==> config.mk <==
export PLATFORM = sky130hd
export DESIGN_NAME = tri_tick_timer
export DESIGN_NICKNAME = d
export VERILOG_FILES = /design/src/rtl/tmr_pkg.sv /design/src/rtl/tmr_prescaler.sv /design/src/rtl/tmr_counter.sv /design/src/rtl/tmr_channel.sv /design/src/rtl/tri_tick_timer.sv
export SDC_FILE = /design/constraint.sdc
export NUM_CORES = 1
export LEC_CHECK = 0
export BUFFER_PORTS_ARGS = -buffer_cell sky130_fd_sc_hd__buf_4
export CAP_MARGIN = 40
export CELL_PAD_IN_SITES_DETAIL_PLACEMENT = 1
export CELL_PAD_IN_SITES_GLOBAL_PLACEMENT = 2
export CORE_MARGIN = 1
export CORE_UTILIZATION = 40
export CTS_BUF_LIST = sky130_fd_sc_hd__clkbuf_4
export CTS_CLUSTER_SIZE = 12
export DETAILED_ROUTE_END_ITERATION = 10
export GPL_TIMING_DRIVEN = 0
export PLACE_DENSITY_LB_ADDON = 0.08
export SLEW_MARGIN = 20
export SYNTH_ARGS = -nofsm -noshare
export SYNTH_HDL_FRONTEND = slang
export SYNTH_SLANG_ARGS = --single-unit
==> constraint.sdc <==
create_clock -name clk_i -period 8.5 [get_ports clk_i]
set_input_delay 0 -clock clk_i [delete_from_list [all_inputs] [get_ports clk_i]]
set_output_delay 0 -clock clk_i [all_outputs]
set_load 0.005 [all_outputs]
==> src/rtl/tmr_pkg.sv <==
package tmr_pkg;

  typedef enum logic [3:0] {
    GRP_CLK = 4'd0,
    GRP_CNT = 4'd1,
    GRP_VAL = 4'd2,
    GRP_IVL = 4'd3,
    GRP_M1  = 4'd4,
    GRP_M2  = 4'd5,
    GRP_M3  = 4'd6,
    GRP_ISR = 4'd7,
    GRP_IER = 4'd8
  } grp_e;

  localparam int NUM_GRP   = 9;
  localparam int NUM_MATCH = 3;
  // event vector: [0] interval wrap, [NUM_MATCH:1] matches, [NUM_MATCH+1] overflow
  localparam int NUM_EV    = NUM_MATCH + 2;
  localparam int EV_IVL    = 0;
  localparam int EV_OVF    = NUM_MATCH + 1;

  localparam int CC_STOP = 0;
  localparam int CC_IVL  = 1;
  localparam int CC_RST  = 4;
  localparam int CK_PS   = 0;

endpackage

==> src/rtl/tmr_prescaler.sv <==
module tmr_prescaler #(
  parameter int DIV_W = 4
) (
  input  logic             clk_i,
  input  logic             rst_ni,
  input  logic             run_i,
  input  logic             restart_i,
  input  logic             ps_en_i,
  input  logic [DIV_W-1:0] div_i,
  output logic             tick_o
);

  localparam int PRE_W = 2 ** DIV_W;

  logic [PRE_W-1:0] pre_q;
  logic [PRE_W:0]   lim_w;
  logic [PRE_W-1:0] limit;
  logic [DIV_W:0]   shamt;

  assign shamt  = {1'b0, div_i} + 1'b1;
  assign lim_w  = ((PRE_W + 1)'(1) << shamt) - 1'b1;
  assign limit  = lim_w[PRE_W-1:0];
  assign tick_o = !ps_en_i || (pre_q == limit);

  always_ff @(posedge clk_i or negedge rst_ni) begin
    if (!rst_ni) begin
      pre_q <= '0;
    end else if (restart_i) begin
      pre_q <= '0;
    end else if (run_i) begin
      pre_q <= tick_o ? '0 : pre_q + 1'b1;
    end
  end

  // a prescaled tick is never followed directly by another
  assert_tick_gap_R2: assert property (@(posedge clk_i) disable iff (!rst_ni)
    (ps_en_i && tick_o && run_i) |=> (!ps_en_i || !tick_o));

endmodule

==> src/rtl/tmr_counter.sv <==
module tmr_counter
  import tmr_pkg::*;
#(
  parameter int CNT_W = 16
) (
  input  logic                            clk_i,
  input  logic                            rst_ni,
  input  logic                            step_i,
  input  logic                            restart_i,
  input  logic                            ivl_mode_i,
  input  logic [CNT_W-1:0]                interval_i,
  input  logic [NUM_MATCH-1:0][CNT_W-1:0] match_i,
  output logic [CNT_W-1:0]                count_o,
  output logic [NUM_EV-1:0]               ev_o
);

  logic [CNT_W-1:0] cnt_q;
  logic [CNT_W-1:0] nxt;
  logic             adv;
  logic             wrap_hit;
  logic             at_top;

  assign adv      = step_i && !restart_i;
  assign wrap_hit = ivl_mode_i && (cnt_q == interval_i);
  assign at_top   = (cnt_q == {CNT_W{1'b1}});
  assign nxt      = wrap_hit ? '0 : cnt_q + 1'b1;

  always_ff @(posedge clk_i or negedge rst_ni) begin
    if (!rst_ni) begin
      cnt_q <= '0;
    end else if (restart_i) begin
      cnt_q <= '0;
    end else if (step_i) begin
      cnt_q <= nxt;
    end
  end

  assign ev_o[EV_IVL] = adv && wrap_hit;
  assign ev_o[EV_OVF] = adv && !ivl_mode_i && at_top;

  for (genvar k = 0; k < NUM_MATCH; k++) begin : g_match
    assign ev_o[k+1] = adv && (nxt == match_i[k]);
  end

  assign count_o = cnt_q;

  assert_restart_zero_R4: assert property (@(posedge clk_i) disable iff (!rst_ni)
    restart_i |=> (count_o == '0));

  assert_hold_R3: assert property (@(posedge clk_i) disable iff (!rst_ni)
    (!step_i && !restart_i) |=> $stable(count_o));

  assert_ivl_wrap_R6: assert property (@(posedge clk_i) disable iff (!rst_ni)
    ev_o[EV_IVL] |=> (count_o == '0));

  assert_ovf_wrap_R5: assert property (@(posedge clk_i) disable iff (!rst_ni)
    ev_o[EV_OVF] |=> (count_o == '0));

endmodule

==> src/rtl/tmr_channel.sv <==
module tmr_channel
  import tmr_pkg::*;
#(
  parameter int CNT_W  = 16,
  parameter int DIV_W  = 4,
  parameter int DATA_W = 32
) (
  input  logic              clk_i,
  input  logic              rst_ni,
  input  logic              wr_i,
  input  logic [3:0]        wgrp_i,
  input  logic [CNT_W-1:0]  wdata_i,
  input  logic [3:0]        rgrp_i,
  output logic [DATA_W-1:0] rdata_o,
  output logic              irq_o
);

  localparam int CK_W = DIV_W + 1;

  logic [CK_W-1:0]                 ck_ctrl_q;
  logic                            stop_q;
  logic                            ivl_mode_q;
  logic [CNT_W-1:0]                interval_q;
  logic [NUM_MATCH-1:0][CNT_W-1:0] match_q;
  logic [NUM_EV-1:0]               isr_q;
  logic [NUM_EV-1:0]               ier_q;

  logic             restart;
  logic             tick;
  logic [CNT_W-1:0] count;
  logic [NUM_EV-1:0] ev;

  assign restart = wr_i && (wgrp_i == GRP_CNT) && wdata_i[CC_RST];

  always_ff @(posedge clk_i or negedge rst_ni) begin
    if (!rst_ni) begin
      ck_ctrl_q  <= '0;
      stop_q     <= 1'b1;
      ivl_mode_q <= 1'b0;
      interval_q <= '0;
      match_q    <= '0;
      ier_q      <= '0;
    end else if (wr_i) begin
      case (grp_e'(wgrp_i))
        GRP_CLK: ck_ctrl_q <= wdata_i[CK_W-1:0];
        GRP_CNT: begin
          stop_q     <= wdata_i[CC_STOP];
          ivl_mode_q <= wdata_i[CC_IVL];
        end
        GRP_IVL: interval_q <= wdata_i;
        GRP_M1:  match_q[0] <= wdata_i;
        GRP_M2:  match_q[1] <= wdata_i;
        GRP_M3:  match_q[2] <= wdata_i;
        GRP_IER: ier_q      <= wdata_i[NUM_EV-1:0];
        default: ;
      endcase
    end
  end

  // write-one-to-clear; a new event in the same cycle wins
  always_ff @(posedge clk_i or negedge rst_ni) begin
    if (!rst_ni) begin
      isr_q <= '0;
    end else if (wr_i && (wgrp_i == GRP_ISR)) begin
      isr_q <= (isr_q & ~wdata_i[NUM_EV-1:0]) | ev;
    end else begin
      isr_q <= isr_q | ev;
    end
  end

  tmr_prescaler #(
    .DIV_W (DIV_W)
  ) u_pre (
    .clk_i     (clk_i),
    .rst_ni    (rst_ni),
    .run_i     (!stop_q),
    .restart_i (restart),
    .ps_en_i   (ck_ctrl_q[CK_PS]),
    .div_i     (ck_ctrl_q[CK_W-1:1]),
    .tick_o    (tick)
  );

  tmr_counter #(
    .CNT_W (CNT_W)
  ) u_cnt (
    .clk_i      (clk_i),
    .rst_ni     (rst_ni),
    .step_i     (tick && !stop_q),
    .restart_i  (restart),
    .ivl_mode_i (ivl_mode_q),
    .interval_i (interval_q),
    .match_i    (match_q),
    .count_o    (count),
    .ev_o       (ev)
  );

  always_comb begin
    rdata_o = '0;
    case (grp_e'(rgrp_i))
      GRP_CLK: rdata_o = DATA_W'(ck_ctrl_q);
      GRP_CNT: rdata_o = DATA_W'({ivl_mode_q, stop_q});
      GRP_VAL: rdata_o = DATA_W'(count);
      GRP_IVL: rdata_o = DATA_W'(interval_q);
      GRP_M1:  rdata_o = DATA_W'(match_q[0]);
      GRP_M2:  rdata_o = DATA_W'(match_q[1]);
      GRP_M3:  rdata_o = DATA_W'(match_q[2]);
      GRP_ISR: rdata_o = DATA_W'(isr_q);
      GRP_IER: rdata_o = DATA_W'(ier_q);
      default: rdata_o = '0;
    endcase
  end

  assign irq_o = |(isr_q & ier_q);

  assert_isr_set_R8: assert property (@(posedge clk_i) disable iff (!rst_ni)
    (ev != '0) |=> ((isr_q & $past(ev)) == $past(ev)));

  assert_isr_clear_R8: assert property (@(posedge clk_i) disable iff (!rst_ni)
    (wr_i && (wgrp_i == GRP_ISR) && (ev == '0))
      |=> ((isr_q & $past(wdata_i[NUM_EV-1:0])) == '0));

endmodule

==> src/rtl/tri_tick_timer.sv <==
module tri_tick_timer
  import tmr_pkg::*;
#(
  parameter int NUM_CH = 3,
  parameter int CNT_W  = 16,
  parameter int DIV_W  = 4,
  parameter int ADDR_W = 8,
  parameter int DATA_W = 32
) (
  input  logic              clk_i,
  input  logic              rst_ni,
  input  logic [ADDR_W-1:0] addr_i,
  input  logic              we_i,
  input  logic [DATA_W-1:0] wdata_i,
  output logic [DATA_W-1:0] rdata_o,
  output logic [NUM_CH-1:0] irq_o
);

  localparam int STRIDE = 4 * NUM_CH;
  localparam int CH_W   = (NUM_CH > 1) ? $clog2(NUM_CH) : 1;

  logic            hit;
  logic [3:0]      sel_grp;
  logic [CH_W-1:0] sel_ch;
  logic [NUM_CH-1:0] wr_ch;
  logic [DATA_W-1:0] ch_rdata [NUM_CH];
  logic unused_wdata_hi;

  assign unused_wdata_hi = ^wdata_i[DATA_W-1:CNT_W];

  // groups interleave channels at a 4-byte stride
  always_comb begin
    hit     = 1'b0;
    sel_grp = '0;
    sel_ch  = '0;
    for (int g = 0; g < NUM_GRP; g++) begin
      for (int c = 0; c < NUM_CH; c++) begin
        if (addr_i == ADDR_W'(g * STRIDE + c * 4)) begin
          hit     = 1'b1;
          sel_grp = 4'(g);
          sel_ch  = CH_W'(c);
        end
      end
    end
  end

  for (genvar c = 0; c < NUM_CH; c++) begin : g_ch
    assign wr_ch[c] = we_i && hit && (sel_ch == CH_W'(c));

    tmr_channel #(
      .CNT_W  (CNT_W),
      .DIV_W  (DIV_W),
      .DATA_W (DATA_W)
    ) u_ch (
      .clk_i   (clk_i),
      .rst_ni  (rst_ni),
      .wr_i    (wr_ch[c]),
      .wgrp_i  (sel_grp),
      .wdata_i (wdata_i[CNT_W-1:0]),
      .rgrp_i  (sel_grp),
      .rdata_o (ch_rdata[c]),
      .irq_o   (irq_o[c])
    );
  end

  assign rdata_o = hit ? ch_rdata[sel_ch] : '0;

endmodule

# Yosys cells after proc, flatten, opt, wreduce, memory -nomap -nowiden
# Cells that the tools add are included.
[word_totals] reg_bits=339 in_bits=43 output_inout_bits=35 elab_cells=310
[classes] n_addsub=12 order_cmp=1 n_eq_ne=57 shifts=3 muxes=105 n_bitwise=14 n_reduce_logical=85
[op_table] cell="16-bit one-hot mux with 9 select lines" count=3
[op_table] cell="16-bit two-way mux" count=18
[op_table] cell="16-bit equality test" count=15
[op_table] cell="16-bit by 1-bit adder with 16-bit output (second input constant)" count=6
[op_table] cell="32-bit two-way mux" count=3
[op_table] cell="4-bit two-way mux" count=23
[op_table] cell="8-bit by 7-bit equality test with 1-bit output (second input constant)" count=11
[op_table] cell="32-bit binary-select mux with 2-bit select" count=1
[op_table] cell="8-bit by 6-bit equality test with 1-bit output (second input constant)" count=8
[op_table] cell="2-bit two-way mux" count=25
[op_table] cell="16-bit equality test (second input constant)" count=3
[op_table] cell="1-bit by 5-bit << shifter with 16-bit output (first input constant)" count=3
[op_table] cell="16-bit by 1-bit subtractor with 16-bit output (second input constant)" count=3
[op_table] cell="2-bit AND reduction" count=21
[op_table] cell="1-bit logical AND" count=40
[op_table] cell="8-bit by 5-bit equality test with 1-bit output (second input constant)" count=4
[op_table] cell="5-bit bitwise AND" count=6
[op_table] cell="5-bit OR" count=6
[op_table] cell="1-bit two-way mux" count=29
[op_table] cell="4-bit by 3-bit equality test with 1-bit output (second input constant)" count=4
[op_table] cell="8-bit by 4-bit equality test with 1-bit output (second input constant)" count=2
[op_table] cell="4-bit by 1-bit adder with 5-bit output (second input constant)" count=3
[op_table] cell="5-bit two-way mux" count=3
[op_table] cell="5-bit OR reduction" count=3
[op_table] cell="other kinds (16)" count=34

# Logic depth before layout (Yosys ltp)
# Gate-level depths: netlist (run 1).
[depth] word_depth=38 ltp_mapped=21

# Hierarchy
# From an unflattened synthesis (run 1), not the netlist that was laid out.
[unflattened] hier_cells=2731 hier_area_um2=26320.2
[by_module_without_submodules] module="tmr_channel" n_inst=3 cells_each=328 area_each_um2=4200.3 seq_area_each_um2=2028.2
[by_module_without_submodules] module="tmr_prescaler" n_inst=3 cells_each=195 area_each_um2=1625.3 seq_area_each_um2=400.4
[by_module_without_submodules] module="tmr_counter (g_ch[0].u_ch.u_cnt ...)" n_inst=2 cells_each=304 area_each_um2=2348.5 seq_area_each_um2=400.4
[by_module_without_submodules] module="tmr_counter (g_ch[2].u_ch.u_cnt)" n_inst=1 cells_each=334 area_each_um2=2576.2 seq_area_each_um2=400.4
[by_module_without_submodules] module="tri_tick_timer" n_inst=1 cells_each=220 area_each_um2=1570.3 seq_area_each_um2=0.0

# Worst setup path after synthesis (run 1)
# OpenSTA, ideal clock, no wires.
[synth_path] path_kind="reg-to-reg" start="register g_ch[2].u_ch.ck_ctrl_q[2]" end="register g_ch[2].u_ch.u_cnt.cnt_q[0]" setup_ns=0.132 arrival_ns=4.222 required_ns=8.368 path_slack_ns=4.146 stages_incl_launch_ff=22 n_path_buf=6 synth_period_minus_slack_ns=4.354 cell_sequence="dfrtp_1 buf_2 buf_2 buf_2 nand2_1 inv_1 ha_1 clkbuf_1 clkbuf_1 nor2b_1 nand2_1 ha_1 xnor2_1 xnor2_1 nor4b_1 o21ai_0 nor4b_1 nand4_1 o41ai_4 buf_6 mux2i_1 nor2_1"
[synth_between] elab_chain_cells=7
[synth_rtl] item="start: declaration" line_no="tmr_channel.sv:20" source="logic [CK_W-1:0] ck_ctrl_q;"
[synth_rtl] item="start signal: assignment" line_no="tmr_channel.sv:45" source="GRP_CLK: ck_ctrl_q <= wdata_i[CK_W-1:0];"
[synth_rtl] item="4-bit by 1-bit adder with 5-bit output" line_no="tmr_prescaler.sv:20" source="assign shamt = {1'b0, div_i} + 1'b1;"
[synth_rtl] item="1-bit by 5-bit << shifter with 16-bit output" line_no="tmr_prescaler.sv:21" source="assign lim_w = ((PRE_W + 1)'(1) << shamt) - 1'b1;"
[synth_rtl] item="16-bit by 1-bit subtractor with 16-bit output" line_no="tmr_prescaler.sv:21"
[synth_rtl] item="16-bit equality test" line_no="tmr_prescaler.sv:23" source="assign tick_o = !ps_en_i || (pre_q == limit);"
[synth_rtl] item="1-bit logical OR" line_no="tmr_prescaler.sv:23"
[synth_rtl] item="1-bit logical AND" line_no="tmr_channel.sv:88" source=".step_i (tick && !stop_q),"
[synth_rtl] item="2-bit nonzero test (no source line)"
[synth_rtl] item="end signal: assignment" line_no="tmr_counter.sv:34" source="cnt_q <= nxt;"
[synth_rtl] item="end: declaration" line_no="tmr_counter.sv:17" source="logic [CNT_W-1:0] cnt_q;"
# No other way between the ends.
# A chain may end at the register's enable or synchronous reset.

# Worst setup path after layout (run 1)
[layout_path] start="register g_ch[2].u_ch.ck_ctrl_q[2]" end="register g_ch[2].u_ch.isr_q[1]"
[layout_between] elab_chain_cells=10 word_cells_on_any_way=11 classes_between="2 x add/sub; 1 x eq/ne; 1 x shift; 1 x mux; 2 x bitwise; 4 x reduce/logical"
[layout_rtl] item="4-bit by 1-bit adder with 5-bit output (*)" line_no="tmr_prescaler.sv:20"
[layout_rtl] item="1-bit by 5-bit << shifter with 16-bit output (*)" line_no="tmr_prescaler.sv:21"
[layout_rtl] item="16-bit by 1-bit subtractor with 16-bit output (*)" line_no="tmr_prescaler.sv:21"
[layout_rtl] item="16-bit equality test (*)" line_no="tmr_prescaler.sv:23"
[layout_rtl] item="1-bit logical OR (*)" line_no="tmr_prescaler.sv:23"
[layout_rtl] item="1-bit logical AND (*)" line_no="tmr_channel.sv:88"
[layout_rtl] item="1-bit logical AND (*)" line_no="tmr_counter.sv:23" source="assign adv = step_i && !restart_i;"
[layout_rtl] item="1-bit logical AND (*)" line_no="tmr_counter.sv:42" source="assign ev_o[k+1] = adv && (nxt == match_i[k]);"
[layout_rtl] item="5-bit OR, on equally long branches" line_no="tmr_channel.sv:67, tmr_channel.sv:65"
[layout_rtl] item="5-bit two-way mux (*)" line_no="tmr_channel.sv:64" source="end else if (wr_i && (wgrp_i == GRP_ISR)) begin"
[layout_rtl] item="end signal: assignment" line_no="tmr_channel.sv:65" source="isr_q <= (isr_q & ~wdata_i[NUM_EV-1:0]) | ev;"
[layout_rtl] item="end signal: assignment" line_no="tmr_channel.sv:67" source="isr_q <= isr_q | ev;"
[layout_rtl] item="end: declaration" line_no="tmr_channel.sv:25" source="logic [NUM_EV-1:0] isr_q;"
# Mark *: on every way between the ends. The rest lies on a longest branch, timed or not.

==> flow_summary.ini, run 1 <==
[synth]
postSynthCellCount = 2562
syn_avg_cell_area_sq_um = 8.99
netlist.area_leader.share_pct = 36.5
synthFlopType = dfrtp_1
ys_ff_latch = 339
synth_top_cell_by_area = dfrtp_1
ys_seq_area_share_pct = 36.9
synthArstFlopShare_pct = 100
synth_edf_count = 0
syn-cell-area_sq_um = 23000
ys_warn_count = 0
synth_top_cells_by_area = dfrtp_1 37%, mux2_2 8.0%, xor2_1 4.6%
synth_cell_types = 94

[setup_path]
start_kind = register
r2r.worst_path.cells = 20
regToRegStartpoint = g_ch[2].u_ch.ck_ctrl_q[2]
critical_path.startpoint = g_ch[2].u_ch.ck_ctrl_q[2]
rr_endpoint = g_ch[2].u_ch.isr_q[1]
crit_path_end_kind = register
reg2reg_setup_slack_ps = 2690
path_class = reg2reg
critPathRequiredTime_ps = 9240
worst_ep_arrival_time_ps = 6550
cp_max_fo = 10
crit_end = g_ch[2].u_ch.isr_q[1]

[placement]
pre_cts_slack_ps = 2790
gp_congestion = 0.988
numPortBuffers = 42
dp.cells = 3393
dp_hpwl_um = 71000
placed_area_sq_um = 24600

[timing]
fmax_mhz = 172
rsz0062_at_grt = false
max-slew-margin-rel_pct = 30.2
post-route-period-util_pct = 68.3
fin_ws_ps = 2690
slew_violations = 0
worst_slew_pin_slew_ps = 1040
setup_tns_ps = 0
fin_skew_ps = 70.4
setup_viol_count_final = 0
layout_min_cycle_time_ps = 5810
hold_violations = 0
holdWs_ps = 85.3

[routing]
wl_um = 94900
wl_per_cell_um = 26.2
firstDrtPassIters = 9
vias = 22500
drc = 0
via_per_inst = 6.20
antenna_left = 0
detail_route.iter0.violations = 2094

[cts]
cts_resized = 0
cts_made_buffers = 100
clock_sinks = 339
root_buffer = clkbuf_4
hold_buffers = 43
cts.clk_slew.worst_paths_ps = 60
cts_tree = yes
clk_latency_ps = 910
cts-htree-levels = 3
cts_post_setup_buffers_inserted = 0
cts_max_path_buffers = 3

[power]
p_total_mw = 4.61
p_leak_nw = 11.2
power_density_nw_per_um2 = 175
ir_worst_vdd_v = 0.000133

[floorplanning]
num_rows = 87
start_util_pct = 40.7
pin_count = 78
coreArea_sq_um = 56600
die_w_um = 242
die_y_um = 242
dieArea_sq_um = 58500

[layout]
nFillCells = 6702
final_cell_area_sq_um = 26400
area_growth_pct = 14.6
final_layout_size_suffix_gt1_share_pct = 16.9
finish.utilization_pct = 46.6
final_cells = 3624
final_common_cell = dfrtp_1
nets = 2846
mostFrequentLayoutCells = 336 x dfrtp_1, 222 x nand2_1, 176 x nor2_1

[status]
status = completed

[grt]
grt-ovfl-total = 0
grt_usage_pct = 32.3
grt_max_degree = 97
grt_pass1_wl_um = 145000
antenna_found_initial = 5
grt_pass1_vias = 23100

[min_path]
hp-class = in2reg

[run]
maxCapViolCount = 0
power breakdown:
part / total (mW) / switching [mW] / internal [mW]
clock: 1.62 / 0.791 / 0.828
combinational: 1.28 / 0.815 / 0.466
sequential: 1.71 / 0.0520 / 1.66
metal layers:
layer | GRT usage, % | wire length (um) | up-vias
li1 | - | - | 9981
met1 | 42.9 | 41400 | 11400
met2 | 52.0 | 43500 | 863
met3 | 4.64 | 6000 | 191
met4 | 14.7 | 4050 | 4
met5 | 0 | 29 | -
flip-flops by register name, indices dropped and copies added, names as in the netlist:
signal,cells
g_ch.u_ch.match_q,144
g_ch.u_ch.ier_q,15
g_ch.u_ch.isr_q,15
g_ch.u_ch.ivl_mode_q,3
g_ch.u_ch.stop_q,3
g_ch.u_ch.u_cnt.count_o,48
g_ch.u_ch.interval_q,48
g_ch.u_ch.ck_ctrl_q,15
g_ch.u_ch.u_pre.pre_q,48
kinds of logic after synthesis:
logic type | Yosys count | share of synthesized area, %
buffers and inverters | 280 | 5.18
DFF | 339 | 36.9
AOI/OAI and AO/OA | 632 | 19.3
adders and majority gates | 15 | 0.815
and+or+nand+nor | 863 | 19.4
xor gates and xnor gates | 239 | 9.15
other | 1 | 0.0163
muxes | 193 | 9.28
cells in the mapped netlist (all sizes together), types with 7 or more instances:
master	number
a222oi	70
nand4	38
dfrtp	336
o21ai	152
mux2i	29
a31oi	47
and2	12
mux2	164
a211oi	7
o211ai	14
nor2b	34
and3	28
or2	9
nor4b	35
nor4	30
a22oi	55
clkbuf	168
nand2b	26
o221ai	8
a21boi	12
nor3b	12
xor2	121
nor2	177
nand3	108
o32ai	29
or3	24
xnor2	117
nand4b	11
inv	52
a2111oi	10
buf	60
a21oi	108
nand3b	20
a221oi	9
o31ai	17
nand2	223
nor3	45
o22ai	15
ha	15
area by class of cell:
cell class              count  area, sq um  share of cell area (%)
diodes                      2         5.00                  0.0190
plain buffers             228          997                    3.78
clock buffers             149         1120                    4.24
clock inverters            31          158                   0.597
inverters                  52          195                   0.740
multi-input cells        1958        13400                    50.9
flip-flops and latches    339         8490                    32.2
well taps                 756          946                    3.58
repair buffers            109         1050                    3.97
worst min path at each step:
stage | from | endpoint | slack, ps | cells after the start
floorplan | rst_ni | g_ch[0].u_ch.ck_ctrl_q[0] | -300 | 0
detailed placement | rst_ni | g_ch[1].u_ch.u_pre.pre_q[12] | -70 | 1
global route | wdata_i[0] | g_ch[2].u_ch.stop_q | 100 | 5
global placement | wdata_i[11] | g_ch[2].u_ch.match_q[27] | 250 | 2
finish | wdata_i[0] | g_ch[2].u_ch.stop_q | 90 | 5
CTS | addr_i[3] | g_ch[2].u_ch.u_cnt.count_o[14] | 110 | 7
critical path, cell delays in order (launching register included):
cell,delay [ps]
dfrtp_1,360
buf_2,200
buf_2,260
buf_2,310
nand2_1,90
inv_1,120
ha_1,180
clkbuf_1,360
clkbuf_1,420
nor2b_1,230
nand2_1,70
ha_1,290
xnor2_1,170
xnor2_1,140
nor4b_1,310
o21ai_0,140
nor4b_1,400
nand4_1,280
o41ai_4,730
nand2_1,280
o31ai_1,330
Note: power is estimated with default switching activity, not from simulation.
==> run 2, diff against run 1 <==
--- a/config.mk
+++ b/config.mk
@@ -10,7 +10,7 @@
 export CELL_PAD_IN_SITES_DETAIL_PLACEMENT = 1
 export CELL_PAD_IN_SITES_GLOBAL_PLACEMENT = 2
 export CORE_MARGIN = 1
-export CORE_UTILIZATION = 40
+export CORE_UTILIZATION = 37
 export CTS_BUF_LIST = sky130_fd_sc_hd__clkbuf_4
 export CTS_CLUSTER_SIZE = 12
 export DETAILED_ROUTE_END_ITERATION = 10
==> constraint.sdc (replaced) <==
create_clock -name clk_i -period 4.9 [get_ports clk_i]
set_input_delay 0 -clock clk_i [delete_from_list [all_inputs] [get_ports clk_i]]
set_output_delay 0 -clock clk_i [all_outputs]
set_load 0.005 [all_outputs]
==> flow_summary.ini, run 2 (synthesis gave the netlist of run 1 again) <==
[timing]
max-slew-margin-rel_pct = 38.2
holdWs_ps = 99.2
setup_viol_count_final = 0
fmax_mhz = 219
fin_skew_ps = 71.5
rsz0062_at_grt = false
hold_violations = 0
slew_violations = 0
setup_tns_ps = 0
post-route-period-util_pct = 93.4
worst_slew_pin_slew_ps = 904
layout_min_cycle_time_ps = 4580

[routing]
firstDrtPassIters = 10
wl_per_cell_um = 25.9
vias = 22400
drc = 0
detail_route.iter0.violations = 1944
antenna_left = 0
wl_um = 96100
via_per_inst = 6.04

[floorplanning]
dieArea_sq_um = 63200
die_y_um = 251
coreArea_sq_um = 61600
start_util_pct = 37.4
pin_count = 78
num_rows = 91
die_w_um = 251

[setup_path]
cpPeakStageDelay_ps = 480
cp_slowest_cell = or4b_1
path_class = reg2reg
crit_chain = clkbuf_8 -> inv_1 -> ha_1 -> buf_2 -> nand2b_1 -> nor2_2 -> nand2_1 -> ha_2 -> nand2b_1 -> o21ai_0 -> a221oi_1 -> nand2_1 -> or3_1 -> a2111oi_4 -> buf_1 -> a31oi_1 -> buf_6 -> or4b_1 -> a21oi_1
worst_path_dominant_cell_family = simple AND/OR/NAND/NOR gates
critPathRequiredTime_ps = 5680
crit_path_end_kind = register
worst-path-buf-inv = 5
start_kind = register
worst_ep_arrival_time_ps = 5350
cp_max_fo = 17

[layout]
area_growth_pct = 15.3
top_register = g_ch.u_ch.match_q
final_common_cell = dfrtp_1
final_cells = 3716
final_layout_size_suffix_gt1_share_pct = 17.5
nets = 2848
largest_reg_flops = 144
mostFrequentLayoutCells = 335 x dfrtp_1, 221 x nand2_1, 175 x nor2_1
seqCellArea_sq_um = 8490
nFillCells = 7220
multi_input_area_sq_um = 13500

[grt]
antenna_found_initial = 4
grt_usage_pct = 30.3
grt_pass1_vias = 23000
grt-ovfl-total = 0
grt_pass1_wl_um = 145000
grt_max_degree = 98

[power]
ir_worst_vdd_v = 0.000188
p_int_mw = 5.02
p_seq_share_pct = 37.3
switching_power_mw = 2.93
p_clk_share_pct = 34.4
p_sw_share_pct = 36.8
p_total_mw = 7.95
power_density_nw_per_um2 = 299
power_frac_comb_pct = 28.3
p_leak_nw = 11.2

[cts]
cts_made_buffers = 100
root_buffer = clkbuf_4
cts_tree = yes
cts-htree-levels = 3
cts_max_path_buffers = 3
clock_sinks = 339
cts.clk_slew.worst_paths_ps = 70
clk_latency_ps = 880

[placement]
gp_congestion = 0.945
numPortBuffers = 42
dp_hpwl_um = 71700
dp.cells = 3475

[min_path]
hp-class = in2reg

[status]
status = completed

[run]
maxCapViolCount = 0
## run 2: cell types whose count changed in the layout (fill, tap and decap cells not counted), moves of 4 or more
cell,delta
clkbuf_4,-7
buf_4,+4
ha_1,-4
clkinv_2,+10
clkinv_1,+4
clkbuf_1,-5
## run 2: routing by layer
layer,routed length (um),global-route usage [%],vias to the layer above
met5,0,0,-
met2,44500,48.5,765
met3,5120,3.93,186
met1,42600,40.6,11400
met4,3840,13.9,0
li1,-,-,10000
## run 2: area by class of cell
type / count / area share [%]
Multi-Input combinational cell: 1958 / 50.8
Clock buffer: 140 / 3.96
Inverter: 52 / 0.736
Sequential cell: 339 / 32.0
Clock inverter: 46 / 0.759
Buffer: 224 / 3.77
Antenna cell: 5 / 0.0471
Tap cell: 837 / 3.95
Timing Repair Buffer: 115 / 3.96
## run 2: timing repair
action | in CTS | in global routing
resized for setup | 15 | 11
setup endpoints to repair | 73 | 66
pin swaps | 2 | 1
hold buffers | 42 | 0
setup buffers | 5 | 0
hold endpoints to repair | 424 | 0
## run 2: final timing paths
kind	startpoint	endpoint	slack, ps	cells after the start
setup reg to reg	g_ch[1].u_ch.ck_ctrl_q[3]	g_ch[1].u_ch.u_cnt.count_o[2]	320	19
max in group asynchronous	rst_ni	g_ch[1].u_ch.u_cnt.count_o[8]	3570	5
min in group asynchronous	rst_ni	g_ch[1].u_ch.stop_q	320	3
hold / removal	addr_i[3]	g_ch[0].u_ch.match_q[21]	100	6
setup / recovery	g_ch[1].u_ch.ck_ctrl_q[3]	g_ch[1].u_ch.u_cnt.count_o[2]	320	19
hold reg to reg	g_ch[0].u_ch.isr_q[4]	g_ch[0].u_ch.isr_q[4]	520	2
## run 2: worst min-delay path, stage by stage
cell and delay, ps:
buf_4 110, nand2b_1 120, or3_1 100, a21oi_1 210, nand2_1 170, mux2_2 170
## run 2: stage by stage
step / utilization (%) / cell area, sq um / setup WS [ps]
after CTS: 42.9 / 26400 / 75.0
after floorplan: - / 23100 / 546
after detailed placement: 40.1 / 24700 / -963
final: 43.1 / 26500 / 325
after global placement: 39.7 / 24400 / -1240
after global routing: 43.1 / 26500 / 10.7
## run 2: power by group through the flow
stage,Clock (mW),Sequential [mW],Combinational (mW)
6_report,2.74,2.96,2.25
5_1_grt,2.94,2.97,2.43
4_1_cts,2.81,2.96,2.21
3_5_place_dp,0,3.01,2.15
3_3_place_gp,0,3.01,2.10
2_1_floorplan,0,2.98,1.46
